## src/rtl/cq1_pkg.sv

```systemverilog
package cq1_pkg;

    localparam int INSN_W = 16;
    localparam int REG_W  = 5;

    typedef enum logic [3:0] {
        OP_ADDI     = 4'd0,
        OP_ADDIW    = 4'd1,
        OP_JAL      = 4'd2,
        OP_LI       = 4'd3,
        OP_ADDI16SP = 4'd4,
        OP_LUI      = 4'd5,
        OP_ALU      = 4'd6,
        OP_J        = 4'd7,
        OP_BEQZ     = 4'd8,
        OP_BNEZ     = 4'd9,
        OP_NONE     = 4'd15
    } op_e;

    typedef enum logic [2:0] {
        FMT_SMALL,
        FMT_STACK,
        FMT_UPPER,
        FMT_JUMP,
        FMT_BRANCH
    } fmt_e;

    typedef enum logic [1:0] {
        RSN_NONE     = 2'd0,
        RSN_REG_X0   = 2'd1,
        RSN_IMM_ZERO = 2'd2
    } rsn_e;

endpackage

```

## src/rtl/cq1_classify.sv

```systemverilog
module cq1_classify
    import cq1_pkg::*;
(
    input  logic [2:0]       funct3,
    input  logic [REG_W-1:0] reg_hi,
    input  logic             rv64,
    output op_e              op,
    output fmt_e             fmt,
    output logic [REG_W-1:0] rd,
    output logic             is_call
);

    localparam logic [REG_W-1:0] LINK_REG = REG_W'(1);
    localparam logic [REG_W-1:0] SP_REG   = REG_W'(2);

    logic [REG_W-1:0] short_reg;

    // Three-bit register fields name x8..x15.
    assign short_reg = {2'b01, reg_hi[2:0]};

    always_comb begin
        op      = OP_NONE;
        fmt     = FMT_SMALL;
        rd      = reg_hi;
        is_call = 1'b0;
        unique case (funct3)
            3'b000: begin
                op  = OP_ADDI;
                fmt = FMT_SMALL;
            end
            3'b001: begin
                if (rv64) begin
                    op  = OP_ADDIW;
                    fmt = FMT_SMALL;
                end else begin
                    op      = OP_JAL;
                    fmt     = FMT_JUMP;
                    rd      = LINK_REG;
                    is_call = 1'b1;
                end
            end
            3'b010: begin
                op  = OP_LI;
                fmt = FMT_SMALL;
            end
            3'b011: begin
                if (reg_hi == SP_REG) begin
                    op  = OP_ADDI16SP;
                    fmt = FMT_STACK;
                end else begin
                    op  = OP_LUI;
                    fmt = FMT_UPPER;
                end
            end
            3'b100: begin
                op  = OP_ALU;
                fmt = FMT_SMALL;
                rd  = short_reg;
            end
            3'b101: begin
                op  = OP_J;
                fmt = FMT_JUMP;
                rd  = '0;
            end
            3'b110: begin
                op  = OP_BEQZ;
                fmt = FMT_BRANCH;
                rd  = short_reg;
            end
            3'b111: begin
                op  = OP_BNEZ;
                fmt = FMT_BRANCH;
                rd  = short_reg;
            end
        endcase
    end

endmodule

```

## src/rtl/cq1_imm_build.sv

```systemverilog
module cq1_imm_build
    import cq1_pkg::*;
#(
    parameter int IMM_W = 64
) (
    input  logic [12:2]      f,
    input  fmt_e             fmt,
    output logic [IMM_W-1:0] imm,
    output logic             imm_zero
);

    logic [IMM_W-1:0] small_imm;
    logic [IMM_W-1:0] stack_imm;
    logic [IMM_W-1:0] upper_imm;
    logic [IMM_W-1:0] jump_imm;
    logic [IMM_W-1:0] branch_imm;

    // Six-bit signed value from bit 12 and bits 6:2.
    assign small_imm  = {{(IMM_W-5){f[12]}}, f[6:2]};

    // Stack adjust: multiple of 16, sign at bit 9.
    assign stack_imm  = {{(IMM_W-9){f[12]}}, f[4:3], f[5], f[2], f[6], 4'b0000};

    // Upper immediate: six-bit signed value placed at bit 12.
    assign upper_imm  = {{(IMM_W-17){f[12]}}, f[6:2], 12'h000};

    // Jump offset: sign at bit 11, halfword aligned.
    assign jump_imm   = {{(IMM_W-11){f[12]}}, f[8], f[10:9], f[6], f[7],
                         f[2], f[11], f[5:3], 1'b0};

    // Branch offset: sign at bit 8, halfword aligned.
    assign branch_imm = {{(IMM_W-8){f[12]}}, f[6:5], f[2], f[11:10],
                         f[4:3], 1'b0};

    always_comb begin
        unique case (fmt)
            FMT_SMALL:  imm = small_imm;
            FMT_STACK:  imm = stack_imm;
            FMT_UPPER:  imm = upper_imm;
            FMT_JUMP:   imm = jump_imm;
            FMT_BRANCH: imm = branch_imm;
            default:    imm = '0;
        endcase
    end

    assign imm_zero = (imm == '0);

endmodule

```

## src/rtl/cq1_legality.sv

```systemverilog
module cq1_legality
    import cq1_pkg::*;
(
    input  op_e              op,
    input  logic [REG_W-1:0] reg_field,
    input  logic             imm_zero,
    output logic             illegal,
    output rsn_e             reason
);

    logic reg_is_zero;
    logic reg_is_sp;

    assign reg_is_zero = (reg_field == '0);
    assign reg_is_sp   = (reg_field == REG_W'(2));

    always_comb begin
        reason = RSN_NONE;
        case (op)
            OP_ADDI: begin
                if (reg_is_zero && !imm_zero)
                    reason = RSN_REG_X0;
                else if (!reg_is_zero && imm_zero)
                    reason = RSN_IMM_ZERO;
            end
            OP_ADDIW, OP_LI: begin
                if (reg_is_zero)
                    reason = RSN_REG_X0;
            end
            OP_ADDI16SP: begin
                if (imm_zero)
                    reason = RSN_IMM_ZERO;
            end
            OP_LUI: begin
                if (reg_is_zero || reg_is_sp)
                    reason = RSN_REG_X0;
                else if (imm_zero)
                    reason = RSN_IMM_ZERO;
            end
            default: reason = RSN_NONE;
        endcase
    end

    assign illegal = (reason != RSN_NONE);

endmodule

```

## src/rtl/cq1_decoder.sv

```systemverilog
module cq1_decoder
    import cq1_pkg::*;
#(
    parameter int IMM_W = 64
) (
    input  logic [15:0]      insn,
    input  logic             rv64,
    output logic             valid,
    output logic [3:0]       op,
    output logic [4:0]       rd,
    output logic [IMM_W-1:0] imm,
    output logic             illegal,
    output logic [1:0]       reason,
    output logic             is_call
);

    localparam logic [1:0] QUADRANT_ONE = 2'b01;

    op_e              cls_op;
    fmt_e             cls_fmt;
    logic [REG_W-1:0] cls_rd;
    logic             cls_call;
    logic             imm_is_zero;
    logic             rule_illegal;
    rsn_e             rule_reason;

    assign valid = (insn[1:0] == QUADRANT_ONE);

    cq1_classify u_classify (
        .funct3  (insn[15:13]),
        .reg_hi  (insn[11:7]),
        .rv64    (rv64),
        .op      (cls_op),
        .fmt     (cls_fmt),
        .rd      (cls_rd),
        .is_call (cls_call)
    );

    cq1_imm_build #(
        .IMM_W (IMM_W)
    ) u_imm (
        .f        (insn[12:2]),
        .fmt      (cls_fmt),
        .imm      (imm),
        .imm_zero (imm_is_zero)
    );

    cq1_legality u_legal (
        .op        (cls_op),
        .reg_field (insn[11:7]),
        .imm_zero  (imm_is_zero),
        .illegal   (rule_illegal),
        .reason    (rule_reason)
    );

    assign op      = valid ? cls_op : OP_NONE;
    assign rd      = cls_rd;
    assign illegal = valid & rule_illegal;
    assign reason  = valid ? rule_reason : RSN_NONE;
    assign is_call = valid & cls_call;

endmodule

```

## config.mk

```make
export PLATFORM = sky130hd
export DESIGN_NAME = cq1_decoder
export DESIGN_NICKNAME = d
export VERILOG_FILES = /design/src/rtl/cq1_pkg.sv /design/src/rtl/cq1_classify.sv /design/src/rtl/cq1_imm_build.sv /design/src/rtl/cq1_legality.sv /design/src/rtl/cq1_decoder.sv
export SDC_FILE = /design/constraint.sdc
export NUM_CORES = 1
export LEC_CHECK = 0
export CAP_MARGIN = 20
export CELL_PAD_IN_SITES_DETAIL_PLACEMENT = 1
export CELL_PAD_IN_SITES_GLOBAL_PLACEMENT = 1
export CORE_ASPECT_RATIO = 1.1
export CORE_UTILIZATION = 22
export DETAILED_ROUTE_END_ITERATION = 10
export PLACE_DENSITY = 0.95
export SYNTH_ARGS = -nofsm -noshare
export SYNTH_HDL_FRONTEND = slang
export SYNTH_SLANG_ARGS = --single-unit
```

## constraint.sdc

```tcl
create_clock -name vclk -period 4.13
set_input_delay 0.6195 -clock vclk [all_inputs]
set_output_delay 0.6195 -clock vclk [all_outputs]
set_load 0.02 [all_outputs]
```

==> results of run 1 <==
## per-layer routing
layer | part of all wire | GRT usage
met1 | 0.44 | 0.202
met2 | 0.50 | 0.310
met3 | 0.062 | 0.0124
met4 | 0 | 0.00473
met5 | 0 | 0
## synthesized netlist by cell type, drive strengths merged (3+ instances only)
cell type	instances	area share
and2	6	0.036
clkbuf	4	0.015
nor2	6	0.022
nor3	3	0.025
o21ai	6	0.029
nand2	8	0.029
inv	4	0.015
nor4	3	0.039
nand3	4	0.019
nor2b	6	0.036
buf	51	0.37
nand2b	4	0.024
a21o	5	0.036
## metrics by stage
stage                     utilization  instances  setup TNS, ns  cell area [µm²]  hold slack, ns
final                           0.407        255              0             1790            2.03
after global routing            0.407        255              0             1790            2.04
after CTS                       0.405        255              0             1790            2.34
after detailed placement        0.405        255        -0.0875             1790            2.34
after global placement          0.405        255              0             1790            2.33
after floorplan                     -        144              0             1030            1.35
## worst min-delay path, stage by stage
cell and delay (ns):
sky130_fd_sc_hd__dlymetal6s2s_1 0.22, sky130_fd_sc_hd__inv_2 0.16, sky130_fd_sc_hd__a2111oi_2 0.09, sky130_fd_sc_hd__dlygate4sd2_1 0.32
## path summary, 6_finish.rpt
kind | from | to | slack, ns
max | rv64 | reason[1] | 0.16
min | insn[13] | illegal | 2.03
## power breakdown
part | internal [mW] | switching, mW
clock | 0 | 0
combinational | 0.118 | 0.131
sequential | 0 | 0
## repair_timing
item	4_1_cts	5_1_grt
endpoints found under the setup margin	1	1
resized for setup	2	2
gates cloned	0	0
pin swaps	0	0
## area by class of cell
type	instances	area (µm²)
Multi-Input combinational cell	85	628
Fill cell	542	2620
Timing Repair Buffer	112	1080
Inverter	4	15.0
Tap cell	54	67.6
## kinds of logic after synthesis
kind of cell	share of synthesized area
muxes	0.0218
AOI/OAI and AO/OA	0.265
buffers and inverters	0.395
xor gates and xnor gates	0.00849
and+or+nand+nor	0.309
==> impl_table.tex, run 1 <==
\begin{tabular}{lr}
\hline
Metric & Value \\
\hline
\multicolumn{2}{l}{\textbf{Power}} \\
\quad Total power draw & approximately 250 µW \\
\quad Leakage & roughly 0.73 nW \\
\quad Worst-case vdd ir drop & 52.4 µV \\
\quad Power density over the cells & 139 mW/mm² \\
\multicolumn{2}{l}{\textbf{Run}} \\
\quad Max-cap violation count & 0 \\
\multicolumn{2}{l}{\textbf{Critical path}} \\
\quad Slowest stage cell, crit path & sky130\_fd\_sc\_hd\_\_clkdlybuf4s50\_1 \\
\quad WS Path Type & primary input to output pin \\
\quad Buf+Inv Stages, Crit Path & 4 \\
\quad Crit path launch type & primary input \\
\quad Chain of cells forming the critical path & clkdlybuf4s50\_1 -> nor2b\_1 -> buf\_4 -> o211a\_1 -> o31ai\_1 -> buf\_4 -> nand3\_1 -> nor4\_1 -> clkdlybuf4s50\_1 \\
\quad Gate family responsible for the most delay along the worst path & buffers and inverters \\
\quad CP required & 3.51 ns \\
\quad Crit path DAT & 3.35 ns \\
\quad Critical path's largest stage delay & between 0.6 and 0.7 ns \\
\quad Kind of end point of the critical path & output pin \\
\quad Largest fanout on the critical path & 7 \\
\quad Path length in cells of the critical path & 9 \\
\multicolumn{2}{l}{\textbf{Layout}} \\
\quad Most frequent cells in the layout & 92 x sky130\_fd\_sc\_hd\_\_clkdlybuf4s50\_1, 17 x sky130\_fd\_sc\_hd\_\_buf\_4, 8 x sky130\_fd\_sc\_hd\_\_nand2\_1 \\
\quad Number of nets at the end of the flow & 220 \\
\quad Antenna Diode Count & 0 \\
\quad Signed area change from the synthesized netlist to the final layout & 73.7\% \\
\quad Commonest non-fill, non-tap cell in the layout & sky130\_fd\_sc\_hd\_\_clkdlybuf4s50\_1 \\
\quad Fraction of layout instances using a drive strength above 1 & 0.149 \\
\quad Count of clock buffers in the final design & 0 \\
\quad Register area & 0 µm² \\
\quad Layout sequential cell count & 0 \\
\multicolumn{2}{l}{\textbf{Logic synthesis}} \\
\quad Netlist area before placement & 0.00103 mm² \\
\quad Proportion of synthesized chip area in sequential cells & 0 \\
\quad Synthesized netlist cell count & 144 \\
\quad Number of warnings reported in the yosys synthesis log & 0 \\
\quad Number of distinct standard cells referenced by the synthesized netlist & 47 \\
\quad Post-Syn Area per Cell & between 7 and 8 µm² \\
\quad Post-Synthesis Net Count & 161 \\
\multicolumn{2}{l}{\textbf{Floorplan}} \\
\quad I/O Pins & 95 \\
\quad Core area & 0.00441 mm² \\
\quad Die outline width & slightly below 70 µm \\
\quad Chip Height & 73.8 µm \\
\quad Initial Util & 0.234 \\
\quad Num rows & 25 \\
\quad Full die area & 0.00497 mm² \\
\multicolumn{2}{l}{\textbf{Status}} \\
\quad Result of the run & finished clean \\
\multicolumn{2}{l}{\textbf{STA}} \\
\quad Transition time at the pin with the least slew margin & 0.557 ns \\
\quad Fin crit period & 3.97 ns \\
\quad Number of hold violations in the final report & 0 \\
\quad \# setup viols final & 0 \\
\quad Setup repair after global routing missed its margin & no \\
\quad Max transition margin & 0.628 \\
\quad Min setup slack post-route & around 0.16 ns \\
\quad Period utilization & 0.962 \\
\quad Max-slew violation count & 0 \\
\quad Maximum operating frequency & 0.252 GHz \\
\multicolumn{2}{l}{\textbf{Placed design}} \\
\quad Port bufs & 95 \\
\quad Routability congestion estimate & 0.887 \\
\quad DP HPWL & between 3 and 4 mm \\
\quad Post-Place Worst Slack & -0.0875 ns \\
\multicolumn{2}{l}{\textbf{GRT}} \\
\quad Largest net degree at the start of global routing & 50 \\
\quad Global-route wire length before repair & 6.27 mm \\
\quad Final global-route overflow total & 0 \\
\quad Initial antenna violation count & 0 \\
\quad Number of global-route vias before repair & 1234 \\
\quad Global-route usage over all layers & 0.162 \\
\multicolumn{2}{l}{\textbf{Routing}} \\
\quad Residual DRC count & 0 \\
\quad Wire length per cell after detailed routing & 16.3 µm \\
\quad DRC marker count from the first detailed-route iteration & 47 \\
\quad Average vias per placed instance & between 4 and 5 \\
\quad Sum of routed wire length over all layers & 4.16 mm \\
\quad Router iterations before antenna repair & 4 \\
\quad Number of nets with antenna violations after routing & 0 \\
\quad Via count & roughly 1.2k \\
\multicolumn{2}{l}{\textbf{Clocking}} \\
\quad Hold\_buf cts & 0 \\
\quad Setup fix buffers added after clock tree synthesis & 0 \\
\multicolumn{2}{l}{\textbf{Hold path}} \\
\quad Cell depth of the worst hold path & 4 \\
\quad Tightest Hold Check Type & primary input to output pin \\
\hline
\end{tabular}
No activity file was read; power rests on OpenSTA's default activity.
==> run 2: changes to the inputs <==
--- a/config.mk
+++ b/config.mk
@@ -6,11 +6,10 @@
 export NUM_CORES = 1
 export LEC_CHECK = 0
 export CAP_MARGIN = 20
-export CELL_PAD_IN_SITES_DETAIL_PLACEMENT = 1
-export CELL_PAD_IN_SITES_GLOBAL_PLACEMENT = 1
 export CORE_ASPECT_RATIO = 1.1
-export CORE_UTILIZATION = 22
+export CORE_UTILIZATION = 35
 export DETAILED_ROUTE_END_ITERATION = 10
+export GPL_ROUTABILITY_DRIVEN = 1
 export PLACE_DENSITY = 0.95
 export SYNTH_ARGS = -nofsm -noshare
 export SYNTH_HDL_FRONTEND = slang
==> run 2 against run 1 <==
  * Sequential cell count stayed put
  * Combinational power is 2% lower
  * Hold slack better by 0.21 ns
  * Non-clock buffer count is 2 higher
  * Power is 1.4% lower
  * Sequential share of layout area stayed put
  * Design area is 0.77% lower
  * Die area is 36% lower
  * Routed wire length is 22% lower
  * Setup slack better by 0.063 ns
  * Highest routed layer is now met4
==> impl_table.tex, run 2 (synthesis results as in run 1) <==
\begin{tabular}{lr}
\hline
Metric & Value \\
\hline
\multicolumn{2}{l}{\textbf{Routing}} \\
\quad Wire length per cell after detailed routing & between 10 and 15 µm \\
\quad Residual DRC count & 0 \\
\quad DRC marker count from the first detailed-route iteration & 29 \\
\quad Via count & 1224 \\
\quad Number of nets with antenna violations after routing & 0 \\
\quad Average vias per placed instance & 5.19 \\
\quad Router iterations before antenna repair & 4 \\
\quad Sum of routed wire length over all layers & between 3 and 4 mm \\
\multicolumn{2}{l}{\textbf{Layout}} \\
\quad Final Core Density & 0.641 \\
\quad Antenna Diode Count & 0 \\
\quad Register area & 0 µm² \\
\quad Number of nets at the end of the flow & 222 \\
\quad \# fillers & 238 \\
\quad Layout sequential cell count & 0 \\
\quad Commonest non-fill, non-tap cell in the layout & sky130\_fd\_sc\_hd\_\_clkdlybuf4s50\_1 \\
\quad Signed area change from the synthesized netlist to the final layout & 72.4\% \\
\quad Most frequent cells in the layout & 93 x sky130\_fd\_sc\_hd\_\_clkdlybuf4s50\_1, 19 x sky130\_fd\_sc\_hd\_\_buf\_4, 8 x sky130\_fd\_sc\_hd\_\_nand2\_1 \\
\quad Count of clock buffers in the final design & 0 \\
\quad Fraction of layout instances using a drive strength above 1 & 0.158 \\
\multicolumn{2}{l}{\textbf{GRT}} \\
\quad Number of global-route vias before repair & about 1.1k \\
\quad Global-route usage over all layers & 0.197 \\
\quad Final global-route overflow total & 0 \\
\quad Initial antenna violation count & 0 \\
\quad Global-route wire length before repair & roughly 4.8 mm \\
\quad Largest net degree at the start of global routing & just under 50 \\
\multicolumn{2}{l}{\textbf{STA}} \\
\quad Period utilization & 0.947 \\
\quad Total negative slack for setup checks & 0 ns \\
\quad \# setup viols final & 0 \\
\quad Fin crit period & 3.91 ns \\
\quad Number of hold violations in the final report & 0 \\
\quad Transition time at the pin with the least slew margin & 0.546 ns \\
\quad Hold slack & 2.24 ns \\
\quad Min setup slack post-route & 0.219 ns \\
\quad Maximum operating frequency & 0.256 GHz \\
\quad Max-slew violation count & 0 \\
\quad Setup repair after global routing missed its margin & no \\
\quad Max transition margin & 0.635 \\
\multicolumn{2}{l}{\textbf{Placed design}} \\
\quad Post-Place Worst Slack & -0.0566 ns \\
\quad Port bufs & 95 \\
\quad Routability congestion estimate & 0.918 \\
\quad DP HPWL & 2.55 mm \\
\multicolumn{2}{l}{\textbf{Critical path}} \\
\quad WS Path Type & primary input to output pin \\
\quad Crit path DAT & 3.29 ns \\
\quad Slowest stage cell, crit path & sky130\_fd\_sc\_hd\_\_clkdlybuf4s50\_1 \\
\quad Largest fanout on the critical path & 8 \\
\quad Kind of end point of the critical path & output pin \\
\quad Crit path launch type & primary input \\
\quad Critical path's largest stage delay & 0.64 ns \\
\quad CP required & between 3 and 4 ns \\
\quad Chain of cells forming the critical path & clkdlybuf4s50\_1 -> or3b\_1 -> nand3\_1 -> o2bb2ai\_2 -> nor4\_4 -> nand3\_1 -> o311a\_1 -> clkdlybuf4s50\_1 \\
\multicolumn{2}{l}{\textbf{Floorplan}} \\
\quad Die outline width & 53.8 µm \\
\quad Full die area & $\sim$0.0032 mm² \\
\quad Core area & 0.00278 mm² \\
\quad Initial Util & 0.372 \\
\quad I/O Pins & 95 \\
\quad Chip Height & 59.0 µm \\
\quad Num rows & 20 \\
\multicolumn{2}{l}{\textbf{Hold path}} \\
\quad Tightest Hold Check Type & primary input to output pin \\
\multicolumn{2}{l}{\textbf{Clocking}} \\
\quad Hold\_buf cts & 0 \\
\multicolumn{2}{l}{\textbf{Status}} \\
\quad Result of the run & finished clean \\
\multicolumn{2}{l}{\textbf{Power}} \\
\quad Total power draw & 245 µW \\
\quad Leakage & approximately 0.74 nW \\
\quad Worst-case vdd ir drop & between 90 and 100 µV \\
\quad Power density over the cells & roughly 140 mW/mm² \\
\multicolumn{2}{l}{\textbf{Run}} \\
\quad Max-cap violation count & 0 \\
\hline
\end{tabular}
[run 2: cell count changes in the layout (fill, tap and decap cells not counted)]
cell                              delta
sky130_fd_sc_hd__buf_4               +2
sky130_fd_sc_hd__clkdlybuf4s50_1     +1
sky130_fd_sc_hd__dlymetal6s2s_1      -1
[run 2: through the flow]
step	cell area, µm²	instances
after floorplan	1030	144
after global placement	1770	236
after detailed placement	1770	236
after CTS	1770	236
after global routing	1780	236
final	1780	236
[run 2: metal layers]
layer / global-route usage / part of all wire
met1: 0.270 / 0.44
met2: 0.349 / 0.47
met3: 0.00517 / 0.080
met4: 0.0113 / 0.0049
met5: 0 / 0
[run 2: power by group]
part,switching (mW),leakage [nW],total (mW),internal (mW)
logic,0.126,0.742,0.245,0.120
clock network,0,0,0,0
registers,0,0,0,0
total,0.126,0.742,0.245,0.120
[run 2: repair_timing]
action | in CTS | in global routing
pin swaps | 0 | 0
endpoints found under the setup margin | 1 | 1
setup buffers | 0 | 0
gates resized for setup | 1 | 2
[run 2: worst paths after layout]
path                  startpoint         to  depth (start not counted)
worst max-delay path    insn[13]  reason[0]                          8
worst min-delay path     insn[1]  reason[1]                          5
[run 2: worst max-delay path: cells and delay by family]
| family | cells | cell delay (ns) |
|---|---|---|
| buf+inv | 2 | 1.18 |
| simple gates | 4 | 1.10 |
| compound gates | 2 | 0.40 |
[run 2: layout make-up]
class	count	area [µm²]	area share
multi-input cells	85	628	0.353
repair buffers	114	1090	0.615
inverters	4	15.0	0.00844
well taps	33	41.3	0.0232
